==> config.mk <==
export PLATFORM = sky130hd
export DESIGN_NAME = card_seq_ctrl
export DESIGN_NICKNAME = d
export VERILOG_FILES = /design/src/rtl/card_seq_pkg.sv /design/src/rtl/sync_stages.sv /design/src/rtl/host_hold.sv /design/src/rtl/card_seq_fsm.sv /design/src/rtl/card_seq_ctrl.sv
export SDC_FILE = /design/constraint.sdc
export NUM_CORES = 1
export LEC_CHECK = 0
export CAP_MARGIN = 30
export CORE_MARGIN = 10
export CORE_UTILIZATION = 47
export CTS_CLUSTER_SIZE = 10
export DETAILED_ROUTE_END_ITERATION = 10
export PLACE_DENSITY = 0.85
export RECOVER_POWER = 25
export SYNTH_ARGS = -nofsm -noshare
export SYNTH_HDL_FRONTEND = slang
export SYNTH_SLANG_ARGS = --single-unit
==> constraint.sdc <==
create_clock -name clk -period 2.2 [get_ports clk]
set_clock_uncertainty 0.15 [all_clocks]
set_input_delay 0.44 -clock clk [delete_from_list [all_inputs] [get_ports clk]]
set_output_delay 0.44 -clock clk [all_outputs]
set_load 0.1 [all_outputs]
==> src/rtl/card_seq_pkg.sv <==
package card_seq_pkg;
    typedef enum logic [3:0] {
        ST_IDLE,
        ST_VUP,
        ST_IOON,
        ST_CLKON,
        ST_RUN,
        ST_DRST,
        ST_DCLK,
        ST_DIO,
        ST_DVCC
    } seq_st_e;

    localparam int HOST_W = 7;
    // host bundle bit positions
    localparam int HB_CMD  = 6;
    localparam int HB_RST  = 5;
    localparam int HB_VSEL = 4;
    localparam int HB_PD   = 3;
    localparam int HB_MODE = 2;
    localparam logic [HOST_W-1:0] HOST_RST_VAL = 7'b101_0000;
endpackage

==> src/rtl/sync_stages.sv <==
module sync_stages #(
    parameter int W      = 1,
    parameter int STAGES = 2
) (
    input  logic         clk,
    input  logic         rst_n,
    input  logic [W-1:0] din,
    output logic [W-1:0] dout
);
    logic [W-1:0] stage_q [STAGES];

    generate
        for (genvar g = 0; g < STAGES; g++) begin : g_stage
            always_ff @(posedge clk or negedge rst_n) begin
                if (!rst_n)      stage_q[g] <= '0;
                else if (g == 0) stage_q[g] <= din;
                else             stage_q[g] <= stage_q[(g == 0) ? 0 : g-1];
            end
        end
    endgenerate

    assign dout = stage_q[STAGES-1];
endmodule

==> src/rtl/host_hold.sv <==
module host_hold
    import card_seq_pkg::*;
(
    input  logic              clk,
    input  logic              rst_n,
    input  logic              cs,
    input  logic [HOST_W-1:0] live,
    output logic [HOST_W-1:0] held
);
    logic [HOST_W-1:0] hold_d, hold_q;

    always_comb begin
        hold_d = cs ? live : hold_q;
    end

    always_ff @(posedge clk or negedge rst_n) begin
        if (!rst_n) hold_q <= HOST_RST_VAL;
        else        hold_q <= hold_d;
    end

    assign held = cs ? live : hold_q;


    frozen_inputs_chk: assert property (@(posedge clk) disable iff (!rst_n)
        (!cs && $past(!cs)) |-> (held == $past(held)));
endmodule

==> src/rtl/card_seq_fsm.sv <==
module card_seq_fsm
    import card_seq_pkg::*;
#(
    parameter int STEP_CYC    = 8,
    parameter int VCC_TMO_CYC = 256
) (
    input  logic clk,
    input  logic rst_n,
    input  logic cmd_n,
    input  logic rst_req,
    input  logic pd_req,
    input  logic sync_mode,
    input  logic present,
    input  logic supply_good,
    input  logic fault_any,
    output logic vcc_en,
    output logic io_en,
    output logic io_low,
    output logic clk_en,
    output logic card_rst,
    output logic fault_flag,
    output logic pd_mode
);
    localparam int MAXC = (STEP_CYC > VCC_TMO_CYC) ? STEP_CYC : VCC_TMO_CYC;
    localparam int CW   = $clog2(MAXC + 1);
    localparam logic [CW-1:0] STEP_LAST = CW'(STEP_CYC - 1);
    localparam logic [CW-1:0] TMO_LAST  = CW'(VCC_TMO_CYC - 1);

    typedef struct packed {
        seq_st_e       st;
        logic [CW-1:0] cnt;
        logic          fault;
        logic          armed;
        logic          pd;
        logic          vcc;
        logic          io;
        logic          ck;
        logic          iolow;
    } seq_regs_t;

    seq_regs_t r_d, r_q;
    logic in_sess, step_done;

    always_comb begin
        r_d       = r_q;
        r_d.cnt   = r_q.cnt + 1'b1;
        in_sess   = r_q.st inside {ST_VUP, ST_IOON, ST_CLKON, ST_RUN};
        step_done = (r_q.cnt == STEP_LAST);
        if (cmd_n) begin
            r_d.armed = 1'b1;
            r_d.fault = 1'b0;
        end
        if (in_sess && (fault_any || !present)) begin
            r_d.fault = 1'b1;
            r_d.armed = 1'b0;
            r_d.st    = ST_DRST;
            r_d.cnt   = '0;
        end else if (in_sess && cmd_n) begin
            r_d.st  = ST_DRST;
            r_d.cnt = '0;
        end else begin
            unique case (r_q.st)
                ST_IDLE: begin
                    r_d.cnt   = '0;
                    r_d.iolow = 1'b0;
                    r_d.pd    = pd_req && cmd_n;
                    if (!cmd_n && present && r_q.armed) begin
                        r_d.st  = ST_VUP;
                        r_d.vcc = 1'b1;
                        r_d.pd  = 1'b0;
                    end
                end
                ST_VUP: begin
                    if (supply_good) begin
                        r_d.st  = ST_IOON;
                        r_d.io  = 1'b1;
                        r_d.cnt = '0;
                    end else if (r_q.cnt == TMO_LAST) begin
                        r_d.fault = 1'b1;
                        r_d.armed = 1'b0;
                        r_d.st    = ST_DRST;
                        r_d.cnt   = '0;
                    end
                end
                ST_IOON: if (step_done) begin
                    r_d.st  = ST_CLKON;
                    r_d.ck  = 1'b1;
                    r_d.cnt = '0;
                end
                ST_CLKON: if (step_done) begin
                    r_d.st  = ST_RUN;
                    r_d.cnt = '0;
                end
                ST_RUN: r_d.cnt = '0;
                ST_DRST: if (step_done) begin
                    r_d.st  = ST_DCLK;
                    r_d.ck  = 1'b0;
                    r_d.cnt = '0;
                end
                ST_DCLK: if (step_done) begin
                    r_d.st    = ST_DIO;
                    r_d.io    = 1'b0;
                    r_d.iolow = 1'b1;
                    r_d.cnt   = '0;
                end
                ST_DIO: if (step_done) begin
                    r_d.st  = ST_DVCC;
                    r_d.vcc = 1'b0;
                    r_d.cnt = '0;
                end
                ST_DVCC: if (step_done) begin
                    r_d.st    = ST_IDLE;
                    r_d.iolow = 1'b0;
                    r_d.cnt   = '0;
                end
                default: r_d.st = ST_IDLE;
            endcase
        end
    end

    always_ff @(posedge clk or negedge rst_n) begin
        if (!rst_n) begin
            r_q       <= '0;
            r_q.st    <= ST_IDLE;
            r_q.armed <= 1'b1;
        end else begin
            r_q <= r_d;
        end
    end

    assign vcc_en     = r_q.vcc;
    assign io_en      = r_q.io;
    assign clk_en     = r_q.ck;
    assign io_low     = r_q.iolow;
    assign fault_flag = r_q.fault;
    assign pd_mode    = r_q.pd;
    assign card_rst   = rst_req && (sync_mode ? (r_q.st inside {ST_IOON, ST_CLKON, ST_RUN})
                                              : (r_q.st == ST_RUN));


    io_needs_vcc_chk: assert property (@(posedge clk) disable iff (!rst_n) io_en |-> vcc_en);

    clk_needs_io_chk: assert property (@(posedge clk) disable iff (!rst_n) clk_en |-> io_en);

    rst_needs_vcc_chk: assert property (@(posedge clk) disable iff (!rst_n) card_rst |-> vcc_en);

    idle_after_off_chk: assert property (@(posedge clk) disable iff (!rst_n)
        $rose(r_q.st == ST_IDLE) |-> ($past(r_q.st) == ST_DVCC && !vcc_en));

    fault_stops_chk: assert property (@(posedge clk) disable iff (!rst_n)
        (in_sess && fault_any) |=> (r_q.st == ST_DRST && fault_flag));

    pd_idle_only_chk: assert property (@(posedge clk) disable iff (!rst_n)
        pd_mode |-> (r_q.st == ST_IDLE && !vcc_en));
endmodule

==> src/rtl/card_seq_ctrl.sv <==
module card_seq_ctrl
    import card_seq_pkg::*;
#(
    parameter int STEP_CYC    = 8,
    parameter int VCC_TMO_CYC = 256,
    parameter int SYNC_STAGES = 2
) (
    input  logic       clk,
    input  logic       rst_n,
    input  logic       cs,
    input  logic       pwr_cmd_n,
    input  logic       rst_in,
    input  logic       vsel_5v,
    input  logic       pwr_down,
    input  logic       clk_mode_sync,
    input  logic [1:0] div_sel,
    input  logic       pres_hi,
    input  logic       pres_lo_n,
    input  logic       vcc_ok,
    input  logic       flt_ovc,
    input  logic       flt_vdrop,
    input  logic       flt_therm,
    output logic       vcc_en,
    output logic       vcc_sel_5v,
    output logic       clk_en,
    output logic       clk_from_strobe,
    output logic [1:0] clk_div_sel,
    output logic       io_en,
    output logic       io_force_low,
    output logic       card_rst,
    output logic       host_path_en,
    output logic       irq_drive_low,
    output logic       irq_oe,
    output logic       pd_mode
);
    localparam int SENSE_W = 5;

    logic [HOST_W-1:0]  host_live, host_q;
    logic [SENSE_W-1:0] sense_raw, sense_s;
    logic present_s, fault_s, fault_flag;

    assign host_live = {pwr_cmd_n, rst_in, vsel_5v, pwr_down, clk_mode_sync, div_sel};

    host_hold u_hold (
        .clk  (clk),
        .rst_n(rst_n),
        .cs   (cs),
        .live (host_live),
        .held (host_q)
    );

    // either switch polarity reports a card
    assign sense_raw = {pres_hi | ~pres_lo_n, vcc_ok, flt_ovc, flt_vdrop, flt_therm};

    sync_stages #(.W(SENSE_W), .STAGES(SYNC_STAGES)) u_sync (
        .clk  (clk),
        .rst_n(rst_n),
        .din  (sense_raw),
        .dout (sense_s)
    );

    assign present_s = sense_s[4];
    assign fault_s   = |sense_s[2:0];

    card_seq_fsm #(.STEP_CYC(STEP_CYC), .VCC_TMO_CYC(VCC_TMO_CYC)) u_fsm (
        .clk        (clk),
        .rst_n      (rst_n),
        .cmd_n      (host_q[HB_CMD]),
        .rst_req    (host_q[HB_RST]),
        .pd_req     (host_q[HB_PD]),
        .sync_mode  (host_q[HB_MODE]),
        .present    (present_s),
        .supply_good(sense_s[3]),
        .fault_any  (fault_s),
        .vcc_en     (vcc_en),
        .io_en      (io_en),
        .io_low     (io_force_low),
        .clk_en     (clk_en),
        .card_rst   (card_rst),
        .fault_flag (fault_flag),
        .pd_mode    (pd_mode)
    );

    assign vcc_sel_5v      = host_q[HB_VSEL];
    assign clk_from_strobe = host_q[HB_MODE];
    assign clk_div_sel     = host_q[1:0];
    assign host_path_en    = cs & io_en;
    assign irq_oe          = cs;
    // meaning depends on the power command
    assign irq_drive_low   = cs & (host_q[HB_CMD] ? ~present_s : fault_flag);


    supply_wait_chk: assert property (@(posedge clk) disable iff (!rst_n)
        (vcc_en && !io_en && !io_force_low && fault_flag) |=> !clk_en);
endmodule

# After elaboration in Yosys (flattened, before gate mapping)
# Cells that the tools add are included.
# word_totals
register_bits	37
in_bits	16
out_inout_bits	13
word_cells	99
# op_classes
addsub	1
eq_ne	26
mux	29
bitwise	7
n_reduce_logical	24
# op_table
operator	n
two-way mux 13 bit	8
case mux 9 bit (8 select lines)	1
case mux 4 bit (9 select lines)	1
two-way mux 15 bit	2
inequality test 4 x 1 -> 1 bit (second input constant)	6
AND reduction 5 bit	4
equality test 4 x 3 -> 1 bit (second input constant)	4
two-way mux 7 bit	2
inequality test 2 x 1 -> 1 bit (second input constant)	6
adder 9 x 1 -> 9 bit (second input constant)	1
equality test 9 x 3 -> 1 bit (second input constant)	1
equality test 9 x 8 -> 1 bit (second input constant)	1
AND reduction 9 bit	1
equality test 4 x 2 -> 1 bit (second input constant)	2
two-way mux 2 bit	4
logical AND 1 bit	6
two-way mux 1 bit	6
case mux 1 bit (2 select lines)	3
nonzero test 2 bit	3
nonzero test 3 bit	2
inequality test 5 bit (second input constant)	1
equality test 4 x 1 -> 1 bit (second input constant)	1
equality test 4 bit (second input constant)	1
zero test 4 bit	1
other kinds (14)	19

# Depth between registers and ports, before layout
# Gate-level depths: netlist of run 1.
# logic_depth
depth_word	8
ltp_mapped	10
mapped_depth_nobuf	10

# Modules after synthesis
# Synthesis of run 1 repeated with hierarchy kept, for this count alone.
# hier_totals
cells_unflattened	166
area_unflattened_um2	1826.8
# by_module_without_submodules
module	instances	cells_per_inst	area_per_inst_um2	seq_area_each_um2
card_seq_fsm	1	130	1204.9	501.7
host_hold	1	15	294.0	177.7
sync_stages	1	15	287.8	250.2
card_seq_ctrl	1	6	40.0	0.0

# Least setup slack after synthesis of run 1
# No wires, ideal clock.
# synth_timing
kind	input port to output port
startpoint	input cs
endpoint	output card_rst
arrival_time_ns	2.775
required_ns	1.610
setup_slack_ns	-1.165
path_stages	4
n_path_buf	1
path_cell_list	buf_6 -> mux2_2 -> nand3b_1 -> a21oi_1
# synth_between
elab_chain_len	3
# synth_lines
item	line_no	source
start, declared	card_seq_ctrl.sv:10	input logic cs,
two-way mux 7 bit	host_hold.sv:21	assign held = cs ? live : hold_q;
via clk_from_strobe	card_seq_ctrl.sv:26	output logic clk_from_strobe,
two-way mux 1 bit	card_seq_fsm.sv:137	assign card_rst = rst_req && (sync_mode ? (r_q.st inside {ST_IOON, ST_CLKON, ST_RUN})
logical AND 1 bit	card_seq_fsm.sv:137	
end, declared	card_seq_ctrl.sv:30	output logic card_rst,
# The timed path passes the listed nets, and every way through them passes these cells.

# Final worst setup path of run 1
# layout_timing
startpoint	input pwr_cmd_n
endpoint	output irq_drive_low
# layout_between
elab_chain_len	3
# layout_lines
item	line_no	source
start, declared	card_seq_ctrl.sv:11	input logic pwr_cmd_n,
two-way mux 7 bit	host_hold.sv:21	
two-way mux 1 bit	card_seq_ctrl.sv:90	assign irq_drive_low = cs & (host_q[HB_CMD] ? ~present_s : fault_flag);
bitwise AND 1 bit	card_seq_ctrl.sv:90	
end, declared	card_seq_ctrl.sv:32	output logic irq_drive_low,
# No other way between the ends.

==> results of run 1 <==
## worst max-delay path by stage
stage,start,endpoint,slack [ns],depth (start not counted)
2_1_floorplan,cs,card_rst,-0.10,4
3_3_place_gp,cs,u_fsm.r_q[18],-0.23,6
3_5_place_dp,cs,card_rst,-0.25,6
4_1_cts,cs,card_rst,0.01,6
5_1_grt,u_fsm.r_q[7],u_fsm.r_q[18],-0.0002,10
6_report,pwr_cmd_n,irq_drive_low,0.07,5
## sequential cells by signal (all words and copies together) (netlist names)
name / count
u_fsm.r_q: 14
u_hold.hold_q: 7
u_sync.dout: 5
u_sync.stage_q: 5
u_fsm.clk_en: 1
u_fsm.fault_flag: 1
u_fsm.io_en: 1
u_fsm.io_low: 1
u_fsm.pd_mode: 1
u_fsm.vcc_en: 1
## power groups by stage
stage | Clock [µW] | Sequential [µW] | Combinational (µW)
floorplan | 0 | 985 | 721
global placement | 0 | 866 | 1260
detailed placement | 0 | 870 | 1290
CTS | 595 | 857 | 1320
global route | 629 | 869 | 1450
finish | 578 | 860 | 1340
## logic make-up (layout without fill, tap and decap cells)
family	count (synthesis)	count (layout)	synth area share
flip-flops	37	37	0.533
XOR/XNOR	7	7	0.0351
AND/OR/NAND/NOR	57	57	0.176
buffers and inverters	15	74	0.0401
AO/OA/AOI/OAI	34	34	0.136
adder cells (fa/ha/maj)	3	3	0.0215
multiplexers	9	9	0.0588
## worst register-to-register path, delay by kind of cell (launching register included)
| kind | cells | cell delay (ns) |
|---|---|---|
| buf+inv | 2 | 0.28 |
| simple gates | 3 | 0.50 |
| compound gates | 2 | 0.49 |
| fa+ha+maj | 1 | 0.20 |
| flops | 1 | 0.39 |
## per-layer routing
metal / global-route usage / up-vias
met2: 0.245 / 47
met4: 0.0467 / 0
met1: 0.162 / 696
met5: 0 / -
met3: 0.0442 / 7
li1: - / 685
## cell type report
class                           instances  area, µm²  area share
Tap cell                               48       60.1      0.0239
Timing Repair Buffer                   58        568       0.226
Multi-Input combinational cell        110        808       0.322
Inverter                                8       30.0      0.0120
Sequential cell                        37        930       0.370
Clock buffer                            5       68.8      0.0274
Clock inverter                          3       46.3      0.0184
## per-stage QoR
step,setup TNS (ns),area [µm²]
floorplan,-0.102,1760
global placement,-2.07,2330
detailed placement,-2.64,2330
CTS,0,2470
global route,-0.000246,2510
finish,0,2510
## cell usage after synthesis, types with 2 or more instances
library cell / count
o21ai_2: 2
o31ai_1: 2
nand2b_1: 2
nand2_1: 12
nand3b_1: 3
o21ai_0: 8
or3_1: 2
and2_2: 2
xor2_1: 3
nor4_1: 2
inv_1: 8
xnor2_1: 4
buf_2: 2
ha_1: 3
mux2_2: 6
mux2i_1: 2
clkbuf_1: 2
nor2b_1: 3
nor2_1: 15
dfrtp_1: 34
o21a_1: 2
dfstp_2: 3
nand3_1: 5
o32a_1: 2
a21oi_1: 7
## timing repair
action	in CTS	in global routing
resized for setup	6	10
setup buffers	2	2
cloned	0	0
pin swaps	3	7
endpoints found under the setup margin	7	13
hold endpoints to repair	0	0
## cells in the final DEF (no fill, tap or decap), types with 3 or more instances in the layout
| cell type | instances |
|---|---|
| buf_4 | 34 |
| dfrtp_1 | 34 |
| nor2_1 | 14 |
| nand2_1 | 12 |
| buf_12 | 8 |
| o21ai_0 | 7 |
| clkdlybuf4s50_1 | 7 |
| inv_1 | 6 |
| a21oi_1 | 6 |
| dlygate4sd3_1 | 6 |
| clkbuf_8 | 5 |
| xnor2_1 | 4 |
| mux2_2 | 4 |
| nand3b_1 | 3 |
| nor2b_1 | 3 |
| xor2_1 | 3 |
| nand3_1 | 3 |
| dfstp_2 | 3 |
==> flow_summary.yaml, run 1 <==
status:
  outcome: "completed"
detailed_routing:
  wl_met1_um: 1660
  wl_met2_um: 2130
  dr.pass1.iters: 4
  drt_iter0_markers: 128
  met3_length_um: 302
  vias_per_cell: 5.33
  drc: 0
  ant_nets: 0
  wl_um: 4150
  top_layer_used: "met4"
  wl_per_cell_um: 15.4
  vias: 1435
hold_path:
  timing.hold.worst_endpoint: "u_sync.dout[3]"
  hp-class: "reg2reg"
  hold_start: "u_sync.stage_q[8]"
  min_delay_path_depth: 0
setup_path:
  cp_max_fo: 2
  start_kind: "primary input"
  crit_buf_inv: 3
  worstSetupPathType: "in2out"
  worstRegToRegCells: 8
  max_stage_delay_ns: 0.48
  ff2ff_setup_slack_ns: 0.08
  cpMaxStageDelayCell: "clkdlybuf4s50_1"
  crit-reg2reg-launch: "u_fsm.r_q[7]"
  arrival_ns: 1.54
  reg2reg_to: "u_fsm.r_q[16]"
  required_ns: 1.61
  crit_family: "buffers and inverters"
  path_cells: "clkdlybuf4s50_1, buf_4, mux2i_1, and2_2, buf_12"
  critPathCaptureType: "primary output"
layout:
  area_growth_pct: 43.9
  stdcell_count: 269
  fin_nets: 239
  antenna-diode-count: 0
  fin_util: 0.691
  fillers: 277
  drive_gt1_frac: 0.348
clocking:
  clk_pin_slew_ns: 0.07
  cts_hold_buf: 0
  clk_latency_ns: 0.29
  cts_htree_levels: 2
  clkSinkCount: 37
  numCtsBuffers: 5
  clock_path_buffers: 2
  cts_root_buf: "clkbuf_8"
  cts_tree: "built"
timing:
  holdWs_ns: 0.202
  max_freq_mhz: 470
  fin_crit_sh: 0.967
  maxSlewViolCount: 0
  setup_slack_ns: 0.0736
  hold_viol_final: 0
  setup_viol: 0
  worstMarginPinSlew_ns: 0.872
  fin_crit_ns: 2.13
  slew_headroom: 0.419
placed_design:
  placedCellCount: 258
  portBuffers: 28
  dpl.hpwl_um: 3050
  place.gp.congestion: 0.874
  dp_slack_ns: -0.253
power:
  power.switching_uw: 1080
  leakage_uw: 0.00109
  clock_power_share: 0.208
  p_comb_frac: 0.482
  internal_power_uw: 1690
  sequentialPowerShare: 0.310
  peakVddDrop_v: 0.000744
  powerDensity_nw_per_um2: 1110
  total_power_uw: 2780
  swShare: 0.390
global_route:
  grt-ovfl-total: 0
  grt_first_pass_wirelength_um: 7240
  track_usage: 0.142
  grt_max_degree: 38
  grt_pass1_vias: 1544
  antenna_found_initial: 0
synthesis:
  yosys_warnings: 0
  yosysUniqueCellTypes: 51
  syn_area_per_cell_um2: 10.8
  synth-main-ff-cell: "dfrtp_1"
  yosys.area.top_type_share: 0.487
  synth-seq-cells: 37
  ys_seq_area_frac: 0.533
  async_flop_share: 1.00
  yosysTopAreaCell: "dfrtp_1"
  synth_area_um2: 1750
  synth_area_leaders: "dfrtp_1 (49%), dfstp_2 (4.5%), mux2_2 (3.9%)"
  synth-edff-count: 0
  synth_fp_nets: 181
  syn_inst: 162
die:
  ios: 29
  die_width_um: 80.9
  die_area_um2: 6550
  floorplan.initialDensity: 0.480
  num_rows: 22
  core-area_um2: 3630
  die_h_um: 80.9
flow_run:
  maxCapViolations: 0
Note: power is estimated with default switching activity, not from simulation.
==> inputs of run 2 (changes only) <==
--- a/config.mk
+++ b/config.mk
@@ -11,7 +11,6 @@
 export CTS_CLUSTER_SIZE = 10
 export DETAILED_ROUTE_END_ITERATION = 10
 export PLACE_DENSITY = 0.85
-export RECOVER_POWER = 25
 export SYNTH_ARGS = -nofsm -noshare
 export SYNTH_HDL_FRONTEND = slang
 export SYNTH_SLANG_ARGS = --single-unit
==> constraint.sdc (replaced) <==
create_clock -name clk -period 2.2 [get_ports clk]
set_clock_uncertainty 0.15 [all_clocks]
set_input_delay 0.33 -clock clk [delete_from_list [all_inputs] [get_ports clk]]
set_output_delay 0.33 -clock clk [all_outputs]
set_load 0.1 [all_outputs]
==> run 2 against run 1 <==
Sequential share of layout area rose by 1.4 points. Cell count is 3.3% lower. Critical path depth rose by 5. Fmax hardly changed. Worst hold slack worse by 0.0022 ns. Routed wire length is 5.7% lower. Register-to-register slack is essentially flat. Critical path type is now reg2reg. Largest cell class unchanged.
==> flow_summary.yaml, run 2 (synthesis results as in run 1) <==
status:
  outcome: "completed"
detailed_routing:
  wl_met1_um: 1730
  vias: 1392
  drc: 0
  wl_met2_um: 1830
  met3_length_um: 303
  wl_per_cell_um: 15.0
  top_layer_used: "met4"
  vias_per_cell: 5.35
  ant_nets: 0
  dr.pass1.iters: 4
  wl_um: 3910
  drt_iter0_markers: 134
global_route:
  grt_pass1_vias: 1346
  antenna_found_initial: 0
  track_usage: 0.121
  grt-ovfl-total: 0
  grt_first_pass_wirelength_um: 6320
  grt_max_degree: 38
die:
  ios: 29
  core-area_um2: 3630
  die_area_um2: 6550
  num_rows: 22
  die_width_um: 80.9
  floorplan.initialDensity: 0.480
  die_h_um: 80.9
layout:
  regMostFlops: "u_fsm.r_q"
  area_growth_pct: 38.5
  fillers: 304
  layout_common_cells: "dfrtp_1 (34), buf_4 (24), nor2_1 (14), clkdlybuf4s50_1 (14), nand2_1 (12)"
  fin_util: 0.665
  largest_reg_flops: 14
  mostFrequentLayoutCell: "dfrtp_1"
  final_area_um2: 2420
  drive_gt1_frac: 0.297
  fin_nets: 230
  antenna-diode-count: 0
  top_regs: "u_fsm.r_q: 14 flops, u_hold.hold_q: 7 flops"
  stdcell_count: 260
timing:
  hold_viol_final: 0
  fin_crit_sh: 0.967
  fin_crit_ns: 2.13
  slew_headroom: 0.668
  setup_viol: 0
  max_freq_mhz: 470
  worstMarginPinSlew_ns: 0.485
  maxSlewViolCount: 0
placed_design:
  dpl_cell_area_um2: 2270
  place.gp.congestion: 0.979
  dpl.hpwl_um: 2840
  placedCellCount: 250
  portBuffers: 28
clocking:
  cts_tree: "built"
  clkSinkCount: 37
  clock_path_buffers: 2
  cts_root_buf: "clkbuf_8"
  cts_htree_levels: 2
  clk_latency_ns: 0.30
  clk_pin_slew_ns: 0.07
  cts_hold_buf: 0
  numCtsBuffers: 5
power:
  leakage_uw: 0.00103
  powerDensity_nw_per_um2: 1090
  peakVddDrop_v: 0.000708
setup_path:
  start_kind: "register"
  critPathCaptureType: "register"
  ff2ff_setup_slack_ns: 0.07
  startpoint: "u_fsm.r_q[8]"
  worstRegToRegCells: 10
  required_ns: 2.22
  worstSetupPathType: "reg2reg"
  reg2reg_to: "u_fsm.r_q[18]"
  crit-reg2reg-launch: "u_fsm.r_q[8]"
  cp_max_fo: 3
  arrival_ns: 2.15
  setup.worst_path.end: "u_fsm.r_q[18]"
hold_path:
  hp-class: "reg2reg"
flow_run:
  maxCapViolations: 0
==> run 2: worst max-delay path, stage by stage, from the launching register on <==
cell,delay (ns)
dfrtp_1,0.39
ha_4,0.17
nand3_2,0.10
nor2_2,0.13
nand3_2,0.08
inv_1,0.06
ha_1,0.16
nor4_1,0.06
o2111ai_1,0.24
nand2_1,0.12
a221o_2,0.33
==> run 2: worst min path at each step <==
stage / from / end / slack, ns / cells past startpoint
4_1_cts: u_sync.stage_q[9] / u_sync.dout[4] / 0.20 / 0
2_1_floorplan: rst_n / u_fsm.clk_en / -0.12 / 0
3_5_place_dp: u_sync.stage_q[9] / u_sync.dout[4] / 0.18 / 0
3_3_place_gp: u_sync.stage_q[6] / u_sync.dout[1] / 0.18 / 0
6_report: u_sync.stage_q[9] / u_sync.dout[4] / 0.20 / 0
5_1_grt: u_sync.stage_q[7] / u_sync.dout[2] / 0.21 / 0
==> run 2: routing by layer <==
layer  vias up  track usage
met3         6       0.0408
met5         -            0
li1        675            -
met2        51        0.190
met4         0       0.0415
met1       660        0.154
==> run 2: where the power goes <==
part	internal (µW)	leakage [µW]	switching, µW
Sequential	794	0.000444	77.7
Clock	223	0.0000374	241
Combinational	539	0.000553	760
Total	1560	0.00103	1080
==> run 2: through the flow <==
stage / TNS (ns) / hold slack, ns / power, µW / worst slack, ns
6_report: 0 / 0.200 / 2630 / 0.0729
5_1_grt: -0.0319 / 0.211 / 2790 / -0.0182
2_1_floorplan: 0 / -0.116 / 1710 / 0.0922
3_5_place_dp: -0.264 / 0.185 / 2130 / -0.0813
4_1_cts: 0 / 0.202 / 2620 / 0.0214
3_3_place_gp: -0.111 / 0.182 / 2110 / -0.0582
==> run 2: layout make-up <==
type	count	area (µm²)	share of cell area
multi-input cells	110	786	0.325
inverters	8	30.0	0.0124
clock inverters	2	15.0	0.00621
well taps	48	60.1	0.0248
clock buffers	6	72.6	0.0300
repair buffers	49	524	0.217
flip-flops and latches	37	930	0.385
==> run 2: repair_timing <==
| item | in CTS | in global routing |
|---|---|---|
| pin swaps | 0 | 5 |
| resized for setup | 1 | 6 |
| endpoints found under the setup margin | 1 | 13 |
| buffers inserted | 1 | 1 |
| cloned | 0 | 0 |
| hold endpoints to repair | 0 | 0 |
